`config.mk`:
```
export PLATFORM = sky130hd
export DESIGN_NAME = nand_cycle_decoder
export DESIGN_NICKNAME = d
export VERILOG_FILES = /design/src/rtl/nbd_pkg.sv /design/src/rtl/nbd_sync.sv /design/src/rtl/nbd_edge.sv /design/src/rtl/nbd_classify.sv /design/src/rtl/nbd_addr_cnt.sv /design/src/rtl/nand_cycle_decoder.sv
export SDC_FILE = /design/constraint.sdc
export NUM_CORES = 1
export LEC_CHECK = 0
export ABC_AREA = 1
export BUFFER_PORTS_ARGS = -buffer_cell sky130_fd_sc_hd__buf_2
export CORE_MARGIN = 3
export CORE_UTILIZATION = 56
export CTS_CLUSTER_DIAMETER = 100
export CTS_CLUSTER_SIZE = 40
export DETAILED_ROUTE_END_ITERATION = 8
export HOLD_SLACK_MARGIN = 0.12
export PLACE_DENSITY = 0.91
export RECOVER_POWER = 50
export SLEW_MARGIN = 20
export SYNTH_ARGS = -nofsm -noshare
export SYNTH_HDL_FRONTEND = slang
export SYNTH_SLANG_ARGS = --single-unit
```
`constraint.sdc`:
```
create_clock -name clk -period 3.13 [get_ports clk]
set_input_delay 0.1565 -clock clk [delete_from_list [all_inputs] [get_ports clk]]
set_output_delay 0.1565 -clock clk [all_outputs]
set_load 0.02 [all_outputs]
```
`src/rtl/nbd_pkg.sv`:
```
package nbd_pkg;
   typedef enum logic [2:0] {
      CK_NONE  = 3'd0,
      CK_CMD   = 3'd1,
      CK_ADDR  = 3'd2,
      CK_DIN   = 3'd3,
      CK_DOUT  = 3'd4,
      CK_WPROT = 3'd5
   } cyc_kind_e;

   // bit positions of the control pins inside the synchronized vector
   localparam int PIN_CE  = 0;
   localparam int PIN_CLE = 1;
   localparam int PIN_ALE = 2;
   localparam int PIN_WE  = 3;
   localparam int PIN_RE  = 4;
   localparam int PIN_WP  = 5;
   localparam int NUM_CTL = 6;
endpackage

```
`src/rtl/nbd_sync.sv`:
```
module nbd_sync #(
   parameter int W      = 8,
   parameter int STAGES = 2,
   parameter logic [W-1:0] RST_VAL = '0
) (
   input  logic         clk,
   input  logic         rst_n,
   input  logic [W-1:0] d,
   output logic [W-1:0] q
);
   if (STAGES < 2) begin : g_bad_stages
      $error("nbd_sync: STAGES must be at least 2");
   end

   logic [W-1:0] stg [STAGES];

   for (genvar i = 0; i < STAGES; i++) begin : g_stage
      if (i == 0) begin : g_first
         always_ff @(posedge clk or negedge rst_n)
            if (!rst_n) stg[0] <= RST_VAL;
            else        stg[0] <= d;
      end else begin : g_next
         always_ff @(posedge clk or negedge rst_n)
            if (!rst_n) stg[i] <= RST_VAL;
            else        stg[i] <= stg[i-1];
      end
   end

   assign q = stg[STAGES-1];
endmodule

```
`src/rtl/nbd_edge.sv`:
```
module nbd_edge (
   input  logic clk,
   input  logic rst_n,
   input  logic we_s,
   input  logic re_s,
   output logic we_rise,
   output logic re_fall
);
   logic we_d, re_d;

   always_ff @(posedge clk or negedge rst_n)
      if (!rst_n) begin
         we_d <= 1'b1;
         re_d <= 1'b1;
      end else begin
         we_d <= we_s;
         re_d <= re_s;
      end

   assign we_rise = we_s & ~we_d;
   assign re_fall = re_d & ~re_s;
endmodule

```
`src/rtl/nbd_classify.sv`:
```
module nbd_classify
   import nbd_pkg::*;
#(
   parameter int IO_W = 16
) (
   input  logic            ce_s,
   input  logic            cle_s,
   input  logic            ale_s,
   input  logic            we_s,
   input  logic            re_s,
   input  logic            wp_s,
   input  logic [IO_W-1:0] io_s,
   input  logic            we_rise,
   input  logic            re_fall,
   output logic            hit,
   output cyc_kind_e       kind,
   output logic [IO_W-1:0] data,
   output logic            err
);
   localparam int UPPER_W = IO_W - 8;

   logic upper_nz;

   if (IO_W == 16) begin : g_x16
      assign upper_nz = |io_s[IO_W-1:8];
   end else begin : g_x8
      assign upper_nz = 1'b0;
   end

   logic sel, is_cmd, is_addr, is_din, bad_cmd, both_latch, wr_ok, rd_ok;

   assign sel        = ~ce_s;
   assign both_latch = cle_s & ale_s;
   assign is_cmd     = cle_s & ~ale_s & re_s;
   assign bad_cmd    = cle_s & ~ale_s & ~re_s;
   assign is_addr    = ale_s & ~cle_s;
   assign is_din     = ~cle_s & ~ale_s;
   assign wr_ok      = sel & we_rise & (is_cmd | is_addr | is_din);
   assign rd_ok      = sel & re_fall & ~cle_s & ~ale_s & we_s & ~we_rise;

   logic [IO_W-1:0] low_byte;
   assign low_byte = {{UPPER_W{1'b0}}, io_s[7:0]};

   always_comb begin
      hit  = 1'b0;
      kind = CK_NONE;
      data = '0;
      err  = 1'b0;
      if (sel && we_rise && (both_latch || bad_cmd)) begin
         err = 1'b1;
      end else if (wr_ok) begin
         hit = 1'b1;
         if (!wp_s) begin
            kind = CK_WPROT;
            data = io_s;
         end else if (is_cmd) begin
            kind = CK_CMD;
            data = low_byte;
         end else if (is_addr) begin
            kind = CK_ADDR;
            data = low_byte;
         end else begin
            kind = CK_DIN;
            data = io_s;
         end
         if (is_cmd && upper_nz) err = 1'b1;
      end else if (rd_ok) begin
         hit  = 1'b1;
         kind = CK_DOUT;
      end
   end
endmodule

```
`src/rtl/nbd_addr_cnt.sv`:
```
module nbd_addr_cnt #(
   parameter int W = 3
) (
   input  logic         clk,
   input  logic         rst_n,
   input  logic         clr,
   input  logic         inc,
   output logic [W-1:0] cnt
);
   localparam logic [W-1:0] CNT_MAX = {W{1'b1}};

   always_ff @(posedge clk or negedge rst_n)
      if (!rst_n)                      cnt <= '0;
      else if (clr)                    cnt <= '0;
      else if (inc && cnt != CNT_MAX)  cnt <= cnt + 1'b1;
endmodule

```
`src/rtl/nand_cycle_decoder.sv`:
```
module nand_cycle_decoder
   import nbd_pkg::*;
#(
   parameter int IO_W        = 16,
   parameter int SYNC_STAGES = 2,
   parameter int ACNT_W      = 4
) (
   input  logic              clk,
   input  logic              rst_n,
   input  logic              ce_n,
   input  logic              cle,
   input  logic              ale,
   input  logic              we_n,
   input  logic              re_n,
   input  logic              wp_n,
   input  logic [IO_W-1:0]   io_in,
   input  logic              busy,
   output logic              cyc_valid,
   output logic [2:0]        cyc_kind,
   output logic [IO_W-1:0]   cyc_data,
   output logic              proto_err,
   output logic              standby,
   output logic [ACNT_W-1:0] addr_count
);
   localparam int VEC_W = NUM_CTL + IO_W;
   localparam logic [VEC_W-1:0] IDLE_VEC =
      VEC_W'((1 << PIN_CE) | (1 << PIN_WE) | (1 << PIN_RE) | (1 << PIN_WP));

   if (IO_W != 8 && IO_W != 16) begin : g_bad_io
      $error("nand_cycle_decoder: IO_W must be 8 or 16");
   end
   if (SYNC_STAGES < 2 || SYNC_STAGES > 3) begin : g_bad_sync
      $error("nand_cycle_decoder: SYNC_STAGES must be 2 or 3");
   end
   if (ACNT_W < 1) begin : g_bad_cnt
      $error("nand_cycle_decoder: ACNT_W must be positive");
   end

   logic [VEC_W-1:0] raw_vec, s_vec;
   assign raw_vec = {io_in, wp_n, re_n, we_n, ale, cle, ce_n};

   nbd_sync #(.W(VEC_W), .STAGES(SYNC_STAGES), .RST_VAL(IDLE_VEC)) u_sync (
      .clk(clk), .rst_n(rst_n), .d(raw_vec), .q(s_vec)
   );

   logic we_rise, re_fall;
   nbd_edge u_edge (
      .clk(clk), .rst_n(rst_n),
      .we_s(s_vec[PIN_WE]), .re_s(s_vec[PIN_RE]),
      .we_rise(we_rise), .re_fall(re_fall)
   );

   logic            c_hit, c_err;
   cyc_kind_e       c_kind;
   logic [IO_W-1:0] c_data;

   nbd_classify #(.IO_W(IO_W)) u_cls (
      .ce_s(s_vec[PIN_CE]), .cle_s(s_vec[PIN_CLE]), .ale_s(s_vec[PIN_ALE]),
      .we_s(s_vec[PIN_WE]), .re_s(s_vec[PIN_RE]), .wp_s(s_vec[PIN_WP]),
      .io_s(s_vec[VEC_W-1:NUM_CTL]),
      .we_rise(we_rise), .re_fall(re_fall),
      .hit(c_hit), .kind(c_kind), .data(c_data), .err(c_err)
   );

   nbd_addr_cnt #(.W(ACNT_W)) u_acnt (
      .clk(clk), .rst_n(rst_n),
      .clr(c_hit && c_kind == CK_CMD),
      .inc(c_hit && c_kind == CK_ADDR),
      .cnt(addr_count)
   );

   always_ff @(posedge clk or negedge rst_n)
      if (!rst_n) begin
         cyc_valid <= 1'b0;
         cyc_kind  <= CK_NONE;
         cyc_data  <= '0;
         proto_err <= 1'b0;
         standby   <= 1'b0;
      end else begin
         cyc_valid <= c_hit;
         cyc_kind  <= c_hit ? c_kind : CK_NONE;
         if (c_hit) cyc_data <= c_data;
         proto_err <= c_err;
         standby   <= s_vec[PIN_CE] & ~busy;
      end
endmodule

```
[Word level (Yosys, flattened, before mapping)]
Cells that the tools add are included.
Storage, ports and cells
  flip-flop bits (word level): 72
  output and inout bits: 26
  word-level logic and storage cells: 68
Cells by class
  add/subtract/negate cells: 1
  eq/ne operators: 3
  multiplexer cells: 20
  bitwise logic cells: 25
  reduce and logical (&&, ||, !) cells: 9
Operators by type and width (count)
  $mux W16: 5
  $mux W3: 6
  $and A1 B1 Y1: 16
  $mux W4: 2
  $reduce_or A8 Y1: 1
  $mux W1: 7
  $not A1 Y1: 7
  $logic_and A1 B1 Y1: 6
  $add A4 B1 Y4 const B: 1
  $ne A4 B4 Y1 const B: 1
  $eq A3 B1 Y1 const B: 1
  $eq A3 B2 Y1 const B: 1
  $or A1 B1 Y1: 2
  $reduce_bool A2 Y1: 1
  $logic_or A1 B1 Y1: 1

[Longest topological paths before layout]
Gate-level depths: netlist of run 1.
  depth in word-level cells: 15
  depth in mapped cells: 9
  mapped depth without buffers: 9

[Modules after synthesis]
Synthesis of run 1 repeated with hierarchy kept, for this count alone.
Second synthesis, totals
  cells, all modules: 249
  area total of the unflattened synthesis: 2702.6 sq um
By module, submodules not included
  nbd_sync: instances 1, cells an instance 66, area an instance 1276.2 sq um, seq. area each 1111.1 sq um
  nand_cycle_decoder: instances 1, cells an instance 89, area an instance 835.8 sq um, seq. area each 550.5 sq um
  nbd_classify: instances 1, cells an instance 59, area an instance 295.3 sq um, seq. area each 0.0 sq um
  nbd_addr_cnt: instances 1, cells an instance 29, area an instance 222.7 sq um, seq. area each 100.1 sq um
  nbd_edge: instances 1, cells an instance 6, area an instance 72.6 sq um, seq. area each 52.6 sq um

[Worst setup path after synthesis of run 1]
No wires, ideal clock.
  path kind: reg-to-reg
  from: register u_acnt.cnt[0]
  to: register u_acnt.cnt[0]
  library setup time: 0.117 ns
  data arrival time: 1.192 ns
  data required time: 3.013 ns
  setup slack: 1.820 ns
  cell stages (with the launch flop): 10
  buffers on the path: 0
  period minus slack after synthesis: 1.310 ns
  cells stage by stage: dfrtp_1 > ha_1 > nand3_1 > nand2_1 > inv_1 > nand2_2 > inv_1 > nand2_1 > nand2_1 > nor2_1
Between the ends
  cells in the longest elaborated chain, start to end: 3
  elaborated cells between the ends (all ways): 6
RTL lines
  from (decl): line nbd_addr_cnt.sv:8  | output logic [W-1:0] cnt
  from (signal assigned): line nbd_addr_cnt.sv:15  | else if (inc && cnt != CNT_MAX) cnt <= cnt + 1'b1;
  $add A4 B1 Y4 or $ne A4 B4 Y1 (tied branches): line nbd_addr_cnt.sv:15
  $mux W4 or $logic_and A1 B1 Y1 (tied branches): line nbd_addr_cnt.sv:15
  $mux W4 or $reduce_bool A2 Y1 (tied branches)
Parallel ways exist; a longest one is shown, timed or not. The select of a mux whose other input is x is not followed.
A chain may end at the register's enable or synchronous reset.

==> results of run 1 <==
-- area by class of cell --
class                           instances  share of cell area
Multi-Input combinational cell         96              0.1565
Clock inverter                          3             0.02087
Timing Repair Buffer                   76              0.1585
Tap cell                               50             0.02006
Inverter                               12             0.01445
Sequential cell                        72              0.5819
Clock buffer                           13             0.04775
-- worst paths after layout --
kind / start / endpoint / slack [ns] / cells after the start
max in group clk: u_edge.we_d$_DFF_PN1_ / cyc_kind[2]$_DFF_PN0_ / 1.53 / 6
hold reg to reg: u_sync.stg[40]$_DFF_PN0_ / u_sync.q[18]$_DFF_PN0_ / 0.35 / 0
min in group asynchronous: rst_n / cyc_data[6]$_DFFE_PN0P_ / 0.75 / 2
setup / recovery: rst_n / u_sync.stg[27]$_DFF_PN1_ / 1.25 / 3
setup reg to reg: u_edge.we_d$_DFF_PN1_ / cyc_kind[2]$_DFF_PN0_ / 1.53 / 6
hold / removal: u_sync.stg[40]$_DFF_PN0_ / u_sync.q[18]$_DFF_PN0_ / 0.35 / 0
-- cells by family after synthesis --
| logic type | after synthesis |
|---|---|
| AO/OA/AOI/OAI | 2 |
| adder cells (fa/ha/maj) | 1 |
| buffers and inverters | 14 |
| flip-flops | 72 |
| AND/OR/NAND/NOR | 93 |
-- power groups by stage --
stage / Combinational (mW) / Sequential [mW] / Clock (mW)
6_report: 0.259 / 1.07 / 0.777
2_1_floorplan: 0.0703 / 1.14 / 0
4_1_cts: 0.265 / 1.07 / 0.789
5_1_grt: 0.286 / 1.07 / 0.834
3_3_place_gp: 0.229 / 1.08 / 0
3_5_place_dp: 0.240 / 1.08 / 0
-- through the flow --
stage / std cells / utilization / worst slack, ns / hold WS (ns)
2_1_floorplan: 182 / - / 1.820 / -0.1391
3_3_place_gp: 282 / 0.6599 / 1.714 / 0.2044
3_5_place_dp: 282 / 0.6599 / 1.594 / 0.2197
4_1_cts: 322 / 0.7718 / 1.524 / 0.3480
5_1_grt: 322 / 0.7684 / 0.8770 / 0.3531
6_report: 322 / 0.7684 / 1.246 / 0.3484
-- synthesized netlist by cell type --
master	instances
sky130_fd_sc_hd__a21oi_1	1
sky130_fd_sc_hd__buf_6	1
sky130_fd_sc_hd__clkbuf_8	1
sky130_fd_sc_hd__dfrtp_1	62
sky130_fd_sc_hd__dfstp_2	10
sky130_fd_sc_hd__ha_1	1
sky130_fd_sc_hd__inv_1	9
sky130_fd_sc_hd__inv_2	3
sky130_fd_sc_hd__nand2_1	41
sky130_fd_sc_hd__nand2_2	1
sky130_fd_sc_hd__nand2_4	1
sky130_fd_sc_hd__nand3_1	22
sky130_fd_sc_hd__nand3_2	6
sky130_fd_sc_hd__nand4_1	1
sky130_fd_sc_hd__nand4_2	2
sky130_fd_sc_hd__nor2_1	14
sky130_fd_sc_hd__nor2_2	2
sky130_fd_sc_hd__nor2_4	1
sky130_fd_sc_hd__nor4_1	1
sky130_fd_sc_hd__o21ai_2	1
sky130_fd_sc_hd__or2_4	1
-- metal layers --
metal,vias to the layer above,wire [um]
met5,-,0
met4,0,112
met3,13,238
met2,63,2392
met1,761,1863
li1,751,-
-- state kept, by name, indices dropped and copies added, names as in the netlist --
name,count
proto_err,1
u_sync.stg,22
cyc_data,16
cyc_kind,3
standby,1
u_edge.re_d,1
cyc_valid,1
u_acnt.cnt,4
u_edge.we_d,1
u_sync.q,22
-- repair_timing --
action,CTS,global route
hold buffers,24,0
hold endpoints to repair,49,0
setup buffers,0,0
==> results.toml, run 1 <==
[placed_design]
place_hpwl_mm = 2.933
dpl-instance-area_um2 = 2678
port_buffers = 50
place.gp.congestion = 0.7850

[routing]
drt_pass1_iterations = 4
antenna_violating_nets_post_route = 0
wire_per_inst_um = 14.30
drt_wl_total_mm = 4.606
via_count = 1588
drt_drc_violations_left = 0
dr.first_iter.drc_count = 82
via_per_inst = 4.932

[global_route]
grt_pass1_vias = 1678
largest_net_degree_at_the_start_of_global_routing = 32
global_route.usage.met3 = 0.04403
grt_remaining_overflow = 0
grt_first_pass_wirelength_mm = 7.872
global_route_track_usage_on_met2 = 0.3306
globalRoute.busiestLayer = "met2"
global_route.usage.total = 0.2088
grt_antenna_before_repair = 0
grtUsageMet1 = 0.2705

[timing]
final_min_period_over_clock_period = 0.6020
finalSetupViolations = 0
slew_viol_final = 32
maxClockFrequency_mhz = 530.7
min_period_ns = 1.884
fin_worst_skew_ns = 0.006625
worst_slew_margin_rel = -0.03970
setup_total_negative_slack_ns = 0
unrepaired_setup_endpoints_after_global_routing = "false"
tightest_slew_ns = 1.560
timing.final.hold_violations = 0

[cells_and_area]
area.growth.synth_to_final_pct = 31.30
antennaDiodeCount = 0
final_design_area_no_fill_um2 = 3118
most_common_library_cell_in_the_layout_ignoring_fill_and_taps = "sky130_fd_sc_hd__dfrtp_1"
fin_nets = 293
fillers = 252
ff_latch_area_um2 = 1814
multi_input_comb_area_um2 = 488.0
layout.cells.most_common_list = "sky130_fd_sc_hd__dfrtp_1, sky130_fd_sc_hd__nand2_1, sky130_fd_sc_hd__buf_2"
drive_gt1_frac = 0.2941

[synth]
synth.ff_latch_count = 72
synth_seq_area_share = 0.7640
post_synth_and_or_nand_nor_area_fraction = 0.1955
ys_warn_count = 0
syn-cell-area_um2 = 2375
synth_xor_xnor_area_share = 0
post-synth-top-area-cell = "sky130_fd_sc_hd__dfrtp_1"
synth_compound_area_frac = 0.005796
synth_adder_area_share = 0.005269
top_cell_type_s_share_of_synthesized_area = 0.6533
yosys-top-cells-area = "sky130_fd_sc_hd__dfrtp_1, sky130_fd_sc_hd__dfstp_2, sky130_fd_sc_hd__nand2_1, sky130_fd_sc_hd__nand3_1, sky130_fd_sc_hd__nand3_2"
synth_top_family_by_area = "simple AND/OR/NAND/NOR gates"
muxShareOfSynthArea = 0
syn_nets = 208
syn-instance-count = 182
syn_avg_cell_area_um2 = 13.05
netlist-cell-type-count = 21

[clocking]
numCtsBuffers = 9
clock_tree.htree_level_count = 3
cts.repair.resized = 0
clock-sinks = 72
cts_tree = "done"
clk_path_buf_depth = 2
clk_transition_reported_paths_ns = 0.07
clk-insertion-delay-late_ns = 0.33
ctsRootBufferMaster = "sky130_fd_sc_hd__clkbuf_8"

[pwr]
comb_power_share = 0.123
power.share.sequential = 0.507
p_leak_nw = 1.598
sw_frac_of_total = 0.2459
ir_drop_mv = 0.4140
post-layout-total-power_mw = 2.102
switchingPower_mw = 0.5170
power_density_nw_per_um2 = 674.2
power_report.internal_total_mw = 1.585
clk_network_pwr_share = 0.370

[floorplan]
fp.dieW_um = 71.12
fp.dieArea_um2 = 5058
dieHeight_um = 71.12
core_box_area_um2 = 4058
placementRows = 23
initial_standard_cell_utilization_of_the_core = 0.5853
floorplan.io_pins = 51

[critical_path]
critical_path_peak_fanout = 31
worst_path_dominant_cell_family = "buffers and inverters"
endpoint_kind = "async pin"
timing_worst_setup_path_type = "in -> async"
cp_num_buf_inv = 3
slowest_delay_ns = 1.13
cp_max_stage_cell = "sky130_fd_sc_hd__clkbuf_1"
cp_cell_sequence = "dlygate4sd3_1 -> clkbuf_1 -> buf_4"
worstPathArrival_ns = 2.33
timing.critical_path.required_ns = 3.57
crit_path_start_kind = "input pin"

[min_path]
timing.hold.worst.class = "reg -> reg"

[status]
result_of_the_run = "finished, violations left"
failed_checks = "capacitance limit, slew limit"

[run]
drv.max_cap_violation_count = 1
Note: power is estimated with default switching activity, not from simulation.
==> run 2: changes to the inputs <==
--- a/config.mk
+++ b/config.mk
@@ -8,12 +8,12 @@
 export ABC_AREA = 1
 export BUFFER_PORTS_ARGS = -buffer_cell sky130_fd_sc_hd__buf_2
 export CORE_MARGIN = 3
-export CORE_UTILIZATION = 56
+export CORE_UTILIZATION = 52
 export CTS_CLUSTER_DIAMETER = 100
 export CTS_CLUSTER_SIZE = 40
 export DETAILED_ROUTE_END_ITERATION = 8
 export HOLD_SLACK_MARGIN = 0.12
-export PLACE_DENSITY = 0.91
+export PLACE_DENSITY = 0.86
 export RECOVER_POWER = 50
 export SLEW_MARGIN = 20
 export SYNTH_ARGS = -nofsm -noshare
==> constraint.sdc (replaced) <==
create_clock -name clk -period 1.75 [get_ports clk]
set_input_delay 0.0875 -clock clk [delete_from_list [all_inputs] [get_ports clk]]
set_output_delay 0.0875 -clock clk [all_outputs]
set_load 0.02 [all_outputs]
==> results.toml, run 2 (synthesis gave the netlist of run 1 again) <==
[status]
result_of_the_run = "complete, no violations"

[critical_path]
timing_worst_setup_path_type = "reg -> reg"
crit_path_start_kind = "flop"
worstPathArrival_ns = 1.75
timing.critical_path.required_ns = 1.96
critical_path_peak_fanout = 17
endpoint_kind = "flop"

[timing]
setup_total_negative_slack_ns = 0
worst_slew_margin_rel = 0.4003
fin_worst_skew_ns = 0.008004
tightest_slew_ns = 0.8996
maxClockFrequency_mhz = 650.8
final_min_period_over_clock_period = 0.8781
finalHoldWorstSlack_ns = 0.3477
unrepaired_setup_endpoints_after_global_routing = "false"
timing.final.hold_violations = 0
slew_viol_final = 0
finalSetupViolations = 0
min_period_ns = 1.537
worst_slack_ns = 0.2133

[global_route]
grt_antenna_before_repair = 0
grt_pass1_vias = 1611
globalRoute.busiestLayer = "met2"
global_route.usage.total = 0.1908
grt_first_pass_wirelength_mm = 7.431
grt_remaining_overflow = 0
grtUsageMet1 = 0.2387
global_route.usage.met3 = 0.05882
global_route_track_usage_on_met2 = 0.3071
largest_net_degree_at_the_start_of_global_routing = 73

[clocking]
clk_transition_reported_paths_ns = 0.07
postCtsSetupRepairBufs = 0
clk-insertion-delay-late_ns = 0.33
clock-sinks = 72
cts_tree = "done"
clk_path_buf_depth = 2
clock_tree.htree_level_count = 3
cts.repair.resized = 0
ctsRootBufferMaster = "sky130_fd_sc_hd__clkbuf_8"
numCtsBuffers = 9
hold_buffers = 24

[floorplan]
core_box_area_um2 = 4202
fp.dieArea_um2 = 5414
fp.dieW_um = 73.58
dieHeight_um = 73.58
placementRows = 23
initial_standard_cell_utilization_of_the_core = 0.5652
floorplan.io_pins = 51

[pwr]
post-layout-total-power_mw = 3.786
p_leak_nw = 1.632
ir_drop_mv = 0.6857
power_density_nw_per_um2 = 1208

[cells_and_area]
antennaDiodeCount = 0
fin_nets = 292
drive_gt1_frac = 0.3358
most_common_library_cell_in_the_layout_ignoring_fill_and_taps = "sky130_fd_sc_hd__dfrtp_1"
ff_latch_area_um2 = 1814
area.growth.synth_to_final_pct = 31.98
fillers = 251
multi_input_comb_area_um2 = 490.5
layout.cells.most_common_list = "sky130_fd_sc_hd__dfrtp_1, sky130_fd_sc_hd__buf_2, sky130_fd_sc_hd__nand2_1"
finish.cell_count_without_fillers = 321

[min_path]
timing.hold.worst.class = "reg -> reg"

[routing]
via_count = 1561
drt_wl_total_mm = 4.446
via_per_inst = 4.863
dr.first_iter.drc_count = 163
drt_pass1_iterations = 4
antenna_violating_nets_post_route = 0
wire_per_inst_um = 13.85
drt_drc_violations_left = 0

[placed_design]
dp_slack_ns = 0.2516
place_hpwl_mm = 2.802
port_buffers = 50
place.detailed.instances = 281
place.gp.congestion = 0.7609

[run]
drv.max_cap_violation_count = 0
## run 2: path summary, 6_finish.rpt
kind / startpoint / end / slack, ns / cells after the start
worst max-delay path: u_edge.we_d$_DFF_PN1_ / cyc_data[15]$_DFFE_PN0P_ / 0.21 / 5
worst min-delay path: u_sync.stg[33]$_DFF_PN0_ / u_sync.q[11]$_DFF_PN0_ / 0.35 / 0
worst max register to register: u_edge.we_d$_DFF_PN1_ / cyc_data[15]$_DFFE_PN0P_ / 0.21 / 5
worst min register to register: u_sync.stg[33]$_DFF_PN0_ / u_sync.q[11]$_DFF_PN0_ / 0.35 / 0
max in group asynchronous: rst_n / u_sync.q[6]$_DFF_PN0_ / 0.63 / 3
min in group asynchronous: rst_n / proto_err$_DFF_PN0_ / 0.54 / 3
## run 2: metal layers
metal,part of all wire,vias up
met1,0.39,762
li1,-,748
met3,0.059,5
met2,0.54,46
met4,0.0094,0
met5,0,-
## run 2: critical path: stages, from the launching register on
cell	delay, ns
sky130_fd_sc_hd__dfstp_2	0.52
sky130_fd_sc_hd__inv_1	0.06
sky130_fd_sc_hd__nor2_2	0.13
sky130_fd_sc_hd__nand4_2	0.40
sky130_fd_sc_hd__nand3_1	0.23
sky130_fd_sc_hd__nand2_1	0.09
## run 2: final cells by class
| cell class | instances | area share |
|---|---|---|
| Clock buffer | 13 | 0.05070 |
| Clock inverter | 3 | 0.02076 |
| Inverter | 12 | 0.01437 |
| Multi-Input combinational cell | 96 | 0.1565 |
| Sequential cell | 72 | 0.5788 |
| Tap cell | 50 | 0.01996 |
| Timing Repair Buffer | 75 | 0.1589 |
## run 2: where the power goes
part | switching (mW) | total (mW) | internal, mW
clock | 0.535 | 1.41 | 0.880
combinational | 0.288 | 0.468 | 0.180
sequential | 0.0859 | 1.90 | 1.82
total | 0.909 | 3.79 | 2.88
## run 2: metrics by stage
| step | util | cell area (um2) |
|---|---|---|
| 2_1_floorplan | - | 2375 |
| 3_3_place_gp | 0.6385 | 2683 |
| 3_5_place_dp | 0.6385 | 2683 |
| 4_1_cts | 0.7490 | 3147 |
| 5_1_grt | 0.7460 | 3134 |
| 6_report | 0.7460 | 3134 |
